===== src/rtl/larb_pkg.sv =====
package larb_pkg;
   localparam int NLINK = 4;

   typedef enum logic [2:0] {
      SEL_NONE  = 3'd0,
      SEL_UART1 = 3'd1,
      SEL_UART2 = 3'd2,
      SEL_CAN   = 3'd3,
      SEL_USB   = 3'd4
   } sel_e;

   typedef enum logic [1:0] {
      ST_SCAN  = 2'd0,
      ST_LOCK  = 2'd1,
      ST_FAULT = 2'd2
   } st_e;

   // enable bit index per link
   localparam int EN_UART1 = 0;
   localparam int EN_UART2 = 1;
   localparam int EN_CAN   = 2;
   localparam int EN_USB   = 3;
endpackage


===== src/rtl/larb_pick.sv =====
module larb_pick
   import larb_pkg::*;
(
   input  logic [NLINK-1:0] hit,
   output sel_e             pick,
   output logic             any
);
   // fixed polling order inside one round: USB, UART1, UART2, CAN
   always_comb begin
      pick = SEL_NONE;
      if (hit[EN_USB])        pick = SEL_USB;
      else if (hit[EN_UART1]) pick = SEL_UART1;
      else if (hit[EN_UART2]) pick = SEL_UART2;
      else if (hit[EN_CAN])   pick = SEL_CAN;
   end
   assign any = |hit;
endmodule


===== src/rtl/larb_freq_chk.sv =====
module larb_freq_chk #(
   parameter int FREQ_W = 3,
   parameter int N_OK   = 3,
   parameter logic [N_OK*FREQ_W-1:0] OK_LIST = {3'd3, 3'd2, 3'd1}
) (
   input  logic [FREQ_W-1:0] code,
   output logic              ok
);
   logic [N_OK-1:0] match;

   for (genvar g = 0; g < N_OK; g++) begin : g_cmp
      assign match[g] = (code == OK_LIST[g*FREQ_W +: FREQ_W]);
   end

   assign ok = |match;
endmodule


===== src/rtl/larb_rst_pulse.sv =====
module larb_rst_pulse #(
   parameter int LEN = 16
) (
   input  logic clk,
   input  logic rst_n,
   input  logic start,
   output logic req
);
   localparam int CW = $clog2(LEN + 1);
   localparam logic [CW-1:0] LOAD = CW'(LEN);

   logic [CW-1:0] cnt;

   always_ff @(posedge clk or negedge rst_n) begin
      if (!rst_n)          cnt <= '0;
      else if (start)      cnt <= LOAD;
      else if (cnt != '0)  cnt <= cnt - 1'b1;
   end

   assign req = (cnt != '0);
endmodule


===== src/rtl/link_arbiter.sv =====
module link_arbiter
   import larb_pkg::*;
#(
   parameter int DATA_W     = 8,
   parameter logic [DATA_W-1:0] SYNC_BYTE = 'h7F,
   parameter int FREQ_W     = 3,
   parameter int FREQ_OK_A  = 1,
   parameter int FREQ_OK_B  = 2,
   parameter int FREQ_OK_C  = 3,
   parameter int RST_CYCLES = 16
) (
   input  logic              clk,
   input  logic              rst_n,
   input  logic              uart1_vld,
   input  logic [DATA_W-1:0] uart1_data,
   input  logic              uart2_vld,
   input  logic [DATA_W-1:0] uart2_data,
   input  logic              can_act,
   input  logic              usb_attach,
   input  logic [FREQ_W-1:0] freq_code,
   output logic [3:0]        link_en,
   output logic [2:0]        sel_code,
   output logic              sys_reset_req
);
   localparam int NUART = 2;
   localparam int N_OK  = 3;
   localparam logic [N_OK*FREQ_W-1:0] OK_LIST =
      {FREQ_W'(FREQ_OK_C), FREQ_W'(FREQ_OK_B), FREQ_W'(FREQ_OK_A)};

   if (RST_CYCLES < 1) begin : g_bad_len
      $error("RST_CYCLES must be at least 1");
   end
   if (FREQ_W < 2) begin : g_bad_fw
      $error("FREQ_W must hold the supported codes");
   end
   if (NLINK != 4) begin : g_bad_nl
      $error("link count fixed at four");
   end

   logic              uvld [NUART];
   logic [DATA_W-1:0] udat [NUART];
   logic [NUART-1:0]  uhit;

   assign uvld[0] = uart1_vld;
   assign uvld[1] = uart2_vld;
   assign udat[0] = uart1_data;
   assign udat[1] = uart2_data;

   for (genvar g = 0; g < NUART; g++) begin : g_sync
      assign uhit[g] = uvld[g] && (udat[g] == SYNC_BYTE);
   end

   logic [NLINK-1:0] hit;
   assign hit[EN_UART1] = uhit[0];
   assign hit[EN_UART2] = uhit[1];
   assign hit[EN_CAN]   = can_act;
   assign hit[EN_USB]   = usb_attach;

   sel_e pick;
   logic any;
   logic freq_ok;

   larb_pick u_pick (
      .hit  (hit),
      .pick (pick),
      .any  (any)
   );

   larb_freq_chk #(
      .FREQ_W  (FREQ_W),
      .N_OK    (N_OK),
      .OK_LIST (OK_LIST)
   ) u_fchk (
      .code (freq_code),
      .ok   (freq_ok)
   );

   function automatic logic [NLINK-1:0] en_of(sel_e s);
      logic [NLINK-1:0] v;
      v = '0;
      case (s)
         SEL_UART1: v[EN_UART1] = 1'b1;
         SEL_UART2: v[EN_UART2] = 1'b1;
         SEL_CAN:   v[EN_CAN]   = 1'b1;
         SEL_USB:   v[EN_USB]   = 1'b1;
         default:   v = '0;
      endcase
      return v;
   endfunction

   st_e  state;
   sel_e sel_q;
   logic [NLINK-1:0] en_q;
   logic needs_clk;
   logic fault_start;

   assign needs_clk   = (pick == SEL_CAN) || (pick == SEL_USB);
   assign fault_start = (state == ST_SCAN) && any && needs_clk && !freq_ok;

   always_ff @(posedge clk or negedge rst_n) begin
      if (!rst_n) begin
         state <= ST_SCAN;
         sel_q <= SEL_NONE;
         en_q  <= '0;
      end else begin
         case (state)
            ST_SCAN: begin
               if (any) begin
                  if (needs_clk && !freq_ok) begin
                     state <= ST_FAULT;
                  end else begin
                     state <= ST_LOCK;
                     sel_q <= pick;
                     en_q  <= en_of(pick);
                  end
               end
            end
            ST_LOCK:  state <= ST_LOCK;
            ST_FAULT: state <= ST_FAULT;
            default: begin
               state <= ST_SCAN;
               sel_q <= SEL_NONE;
               en_q  <= '0;
            end
         endcase
      end
   end

   larb_rst_pulse #(.LEN(RST_CYCLES)) u_pulse (
      .clk   (clk),
      .rst_n (rst_n),
      .start (fault_start),
      .req   (sys_reset_req)
   );

   assign link_en  = en_q;
   assign sel_code = sel_q;
endmodule


===== config.mk =====
export PLATFORM = sky130hd
export DESIGN_NAME = link_arbiter
export DESIGN_NICKNAME = d
export VERILOG_FILES = /design/src/rtl/larb_pkg.sv /design/src/rtl/larb_pick.sv /design/src/rtl/larb_freq_chk.sv /design/src/rtl/larb_rst_pulse.sv /design/src/rtl/link_arbiter.sv
export SDC_FILE = /design/constraint.sdc
export NUM_CORES = 1
export LEC_CHECK = 0
export ABC_AREA = 1
export BUFFER_PORTS_ARGS = -buffer_cell sky130_fd_sc_hd__clkbuf_2
export CAP_MARGIN = 25
export CORE_ASPECT_RATIO = 0.75
export CORE_MARGIN = 3
export CORE_UTILIZATION = 47
export CTS_CLUSTER_SIZE = 16
export DETAILED_ROUTE_END_ITERATION = 8
export PLACE_DENSITY = 0.75
export SLEW_MARGIN = 10
export SYNTH_ARGS = -nofsm -noshare
export SYNTH_HDL_FRONTEND = slang
export SYNTH_HIERARCHICAL = 1
export SYNTH_SLANG_ARGS = --single-unit

===== constraint.sdc =====
create_clock -name clk -period 1.5 [get_ports clk]
set_input_delay 0.3 -clock clk [delete_from_list [all_inputs] [get_ports clk]]
set_output_delay 0.3 -clock clk [all_outputs]
set_load 0.05 [all_outputs]

==> impl_metrics.csv <==
group,metric,value,unit
power,p_sw,1.19,mW
sta,hold_viol_final,0,
sta,setup_viol,2,
route,first_iter_violations,13,
route,wl_per_cell,12.4,microns
power,p_clk_share,11.5,%
critical_path,path_class,"in -> reg",
die,core.rowCount,12,
critical_path,r2r_slack,180,ps
critical_path,r2r-end,"sel_code[0]",
clocking,root_buffer,"clkbuf_4",
run_status,status,"complete, but fails checks",
clocking,clk_pin_slew,80,ps
finish,fin_area,1320,sq um
sta,max_slew_margin,77.7,%
sta,worst_pin_slew,335,ps
place,place_inst,168,
sta,rsz0062_at_grt,"true",
route,first_pass_iters,4,
global_route,grt_pass1_vias,820,
logic_synthesis,ys.flop_type,"dfrtp_1",
logic_synthesis,synth_top_area_share,41.0,%
clocking,cts.sinks,14,
place,place_congestion,0.839,
logic_synthesis,synth_cell_type_count,22,
finish,layout-drive-gt1-share,54.1,%
power,powerDensity,1840,nW/um^2
critical_path,crit_start,"uart2_vld",
route,drc,0,
finish,fillers,100,
power,peakVddDrop,1.44,mV
worst_hold_path,holdCritStartpoint,"usb_attach",
critical_path,critPathMaxFanout,5,
critical_path,crit_path_max_incr_delay,290,ps
critical_path,end_kind,"flop",
clocking,clock_latency,290,ps
sta,period_minus_slack,1510,ps
power,internal_power,1.23,mW
critical_path,cp_cell_sequence,"buf_8, nand2_8, nor4_4, nor2_2, nor3_2, nand3_2, nand2_4, nand3_2, inv_2, inv_4, nand3_2, nor2_1",
logic_synthesis,syn_nets,139,
die,die_width,55.2,microns
logic_synthesis,netlist.top_cell.by_area,"dfrtp_1",
logic_synthesis,async_reset_ff_share,100,%
finish,stdcell_count,178,
clocking,clk_path_buf_depth,2,
critical_path,cp_common_cell,"nand3_2",
logic_synthesis,synth_common_cells,"nand2_1, dfrtp_1, inv_1",
route,vias,873,
logic_synthesis,avgSynthCellArea,7.63,sq um
sta,skew,2.78,ps
critical_path,r2r-start,"state[0]",
die,coreArea,1590,sq um
finish,multi_input_area,569,sq um
global_route,grt_usage,18.9,%
finish,regArea,350,sq um
power,combPwrFrac,61.8,%
global_route,grt_overflow,0,
global_route,grt_max_degree,15,
power,total_power,2.42,mW
logic_synthesis,ys_seq_elements,14,
clocking,htree_num_levels,1,
route,postRouteAntennaNets,0,
power,power_frac_seq,26.7,%
critical_path,worst_setup_path_start_kind,"primary input",
run_status,violations,"negative setup slack",
finish,finalCoreUtilization,82.7,%
sta,finalSetupTns,-25.1,ps
worst_hold_path,hold_path.class,"in -> reg",
global_route,antenna_found_initial,0,
job,max_cap_violations,0,
logic_synthesis,yosysWarningCount,6,
finish,nets,185,
critical_path,slowest_stage,"nor4_4",
die,start_util,53.7,%
die,fp.dieH,42.9,microns
place,place_area,1130,sq um
power,p_leak,0.685,nW
logic_synthesis,synth-edff-count,0,
critical_path,required,1690,ps
logic_synthesis,synthTopCellsByArea,"dfrtp_1, nand2_1, nand3_1",
critical_path,reg2reg_depth,8,
sta,layout_setup_ws,-13.2,ps
die,boundaryPins,33,
finish,syn_to_final_growth,54.0,%
worst_hold_path,timing.hold.worst_path_depth,3,
clocking,cts_buffers,3,
logic_synthesis,netlist_area,855,sq um
critical_path,arrival,1700,ps
critical_path,critical_path.endpoint,"u_pulse/cnt[3]",
finish,antennaDiodeCount,0,
sta,layout_worst_path_cycle_share,101,%
logic_synthesis,syn_inst,112,
sta,timing.hold.ws,369,ps
sta,maxSlewViolCount,0,
logic_synthesis,yosysSeqAreaShare,41.0,%
die,die_area,2370,sq um
clocking,cts_tree,"done",
route,routed_wl,2210,microns
place,dp_hpwl,1540,microns
route,via_per_inst,4.90,
power,switching_share,49.4,%
sta,fmax,0.661,GHz
logic_synthesis,synth.most_common_cell,"nand2_1",
place,dp_slack,-342,ps
place,io_buffers,32,
global_route,grt_pass1_wl,3470,microns
[timing repair]
| action | CTS | global route |
|---|---|---|
| setup endpoints to repair | 8 | 14 |
| pin swaps | 3 | 11 |
| setup buffers | 3 | 2 |
| hold buffers | 1 | 0 |
| gates resized for setup | 8 | 25 |
| gates cloned | 0 | 0 |
| endpoints found under the hold margin | 14 | 0 |
[worst min path at each step]
stage	endpoint	slack, ps
2_1_floorplan	link_en[0]	4
3_3_place_gp	link_en[0]	220
3_5_place_dp	link_en[2]	220
4_1_cts	sel_code[2]	370
5_1_grt	sel_code[2]	400
6_report	sel_code[2]	370
[layer usage]
layer  wire [microns]  vias to the layer above  GRT usage (%)
met2             1090                       22           31.4
li1                 -                      450              -
met5                0                        -              0
met1              961                      396           22.7
met4               39                        0           7.28
met3              113                        5           6.38
[power groups by stage]
stage               logic [mW]  registers [mW]  clock network (mW)
detailed placement        1.15           0.631                   0
finish                    1.50           0.646               0.278
global placement          1.13           0.621                   0
floorplan                0.730           0.803                   0
global route              1.62           0.662               0.301
CTS                       1.27           0.626               0.274
[state kept, by name, indices dropped and copies added, names as in the netlist]
signal	cells
u_pulse/cnt	5
state	2
link_en	4
sel_code	3
[cell type report]
cell class	count	share of cell area, %
well taps	21	2.00
flip-flops and latches	14	26.6
repair buffers	43	20.9
clock buffers	4	2.76
multi-input cells	81	43.3
inverters	15	4.47
[layout by cell type (no fill, tap or decap)]
cell type,instances
clkbuf_2,29
nand2_1,23
dfrtp_1,14
nand2_2,11
nor2_1,10
buf_4,10
inv_1,7
inv_2,6
nand4_1,5
nand3_2,5
nand3_1,5
nor2_4,3
clkbuf_4,3
buf_8,3
nor4_4,2
nand2_8,2
nand3_4,2
nor2_2,2
nor3_1,2
a21oi_1,2
nor3_2,2
nand2_4,1
clkinv_1,1
ha_1,1
clkbuf_8,1
dlygate4sd3_1,1
a21oi_2,1
inv_4,1
xor2_1,1
ha_4,1
[logic make-up after synthesis]
family / after synthesis / synth area share (%)
AOI/OAI and AO/OA: 3 / 2.20
xor gates and xnor gates: 1 / 1.03
adders and majority gates: 2 / 2.93
buffers and inverters: 17 / 8.78
DFF: 14 / 41.0
and+or+nand+nor: 75 / 44.1
[critical path: cells and delay by family]
family                 cells  cell delay (ps)
buffers and inverters      3              250
and+or+nand+nor            9             1140
No activity file was read; power rests on OpenSTA's default activity.
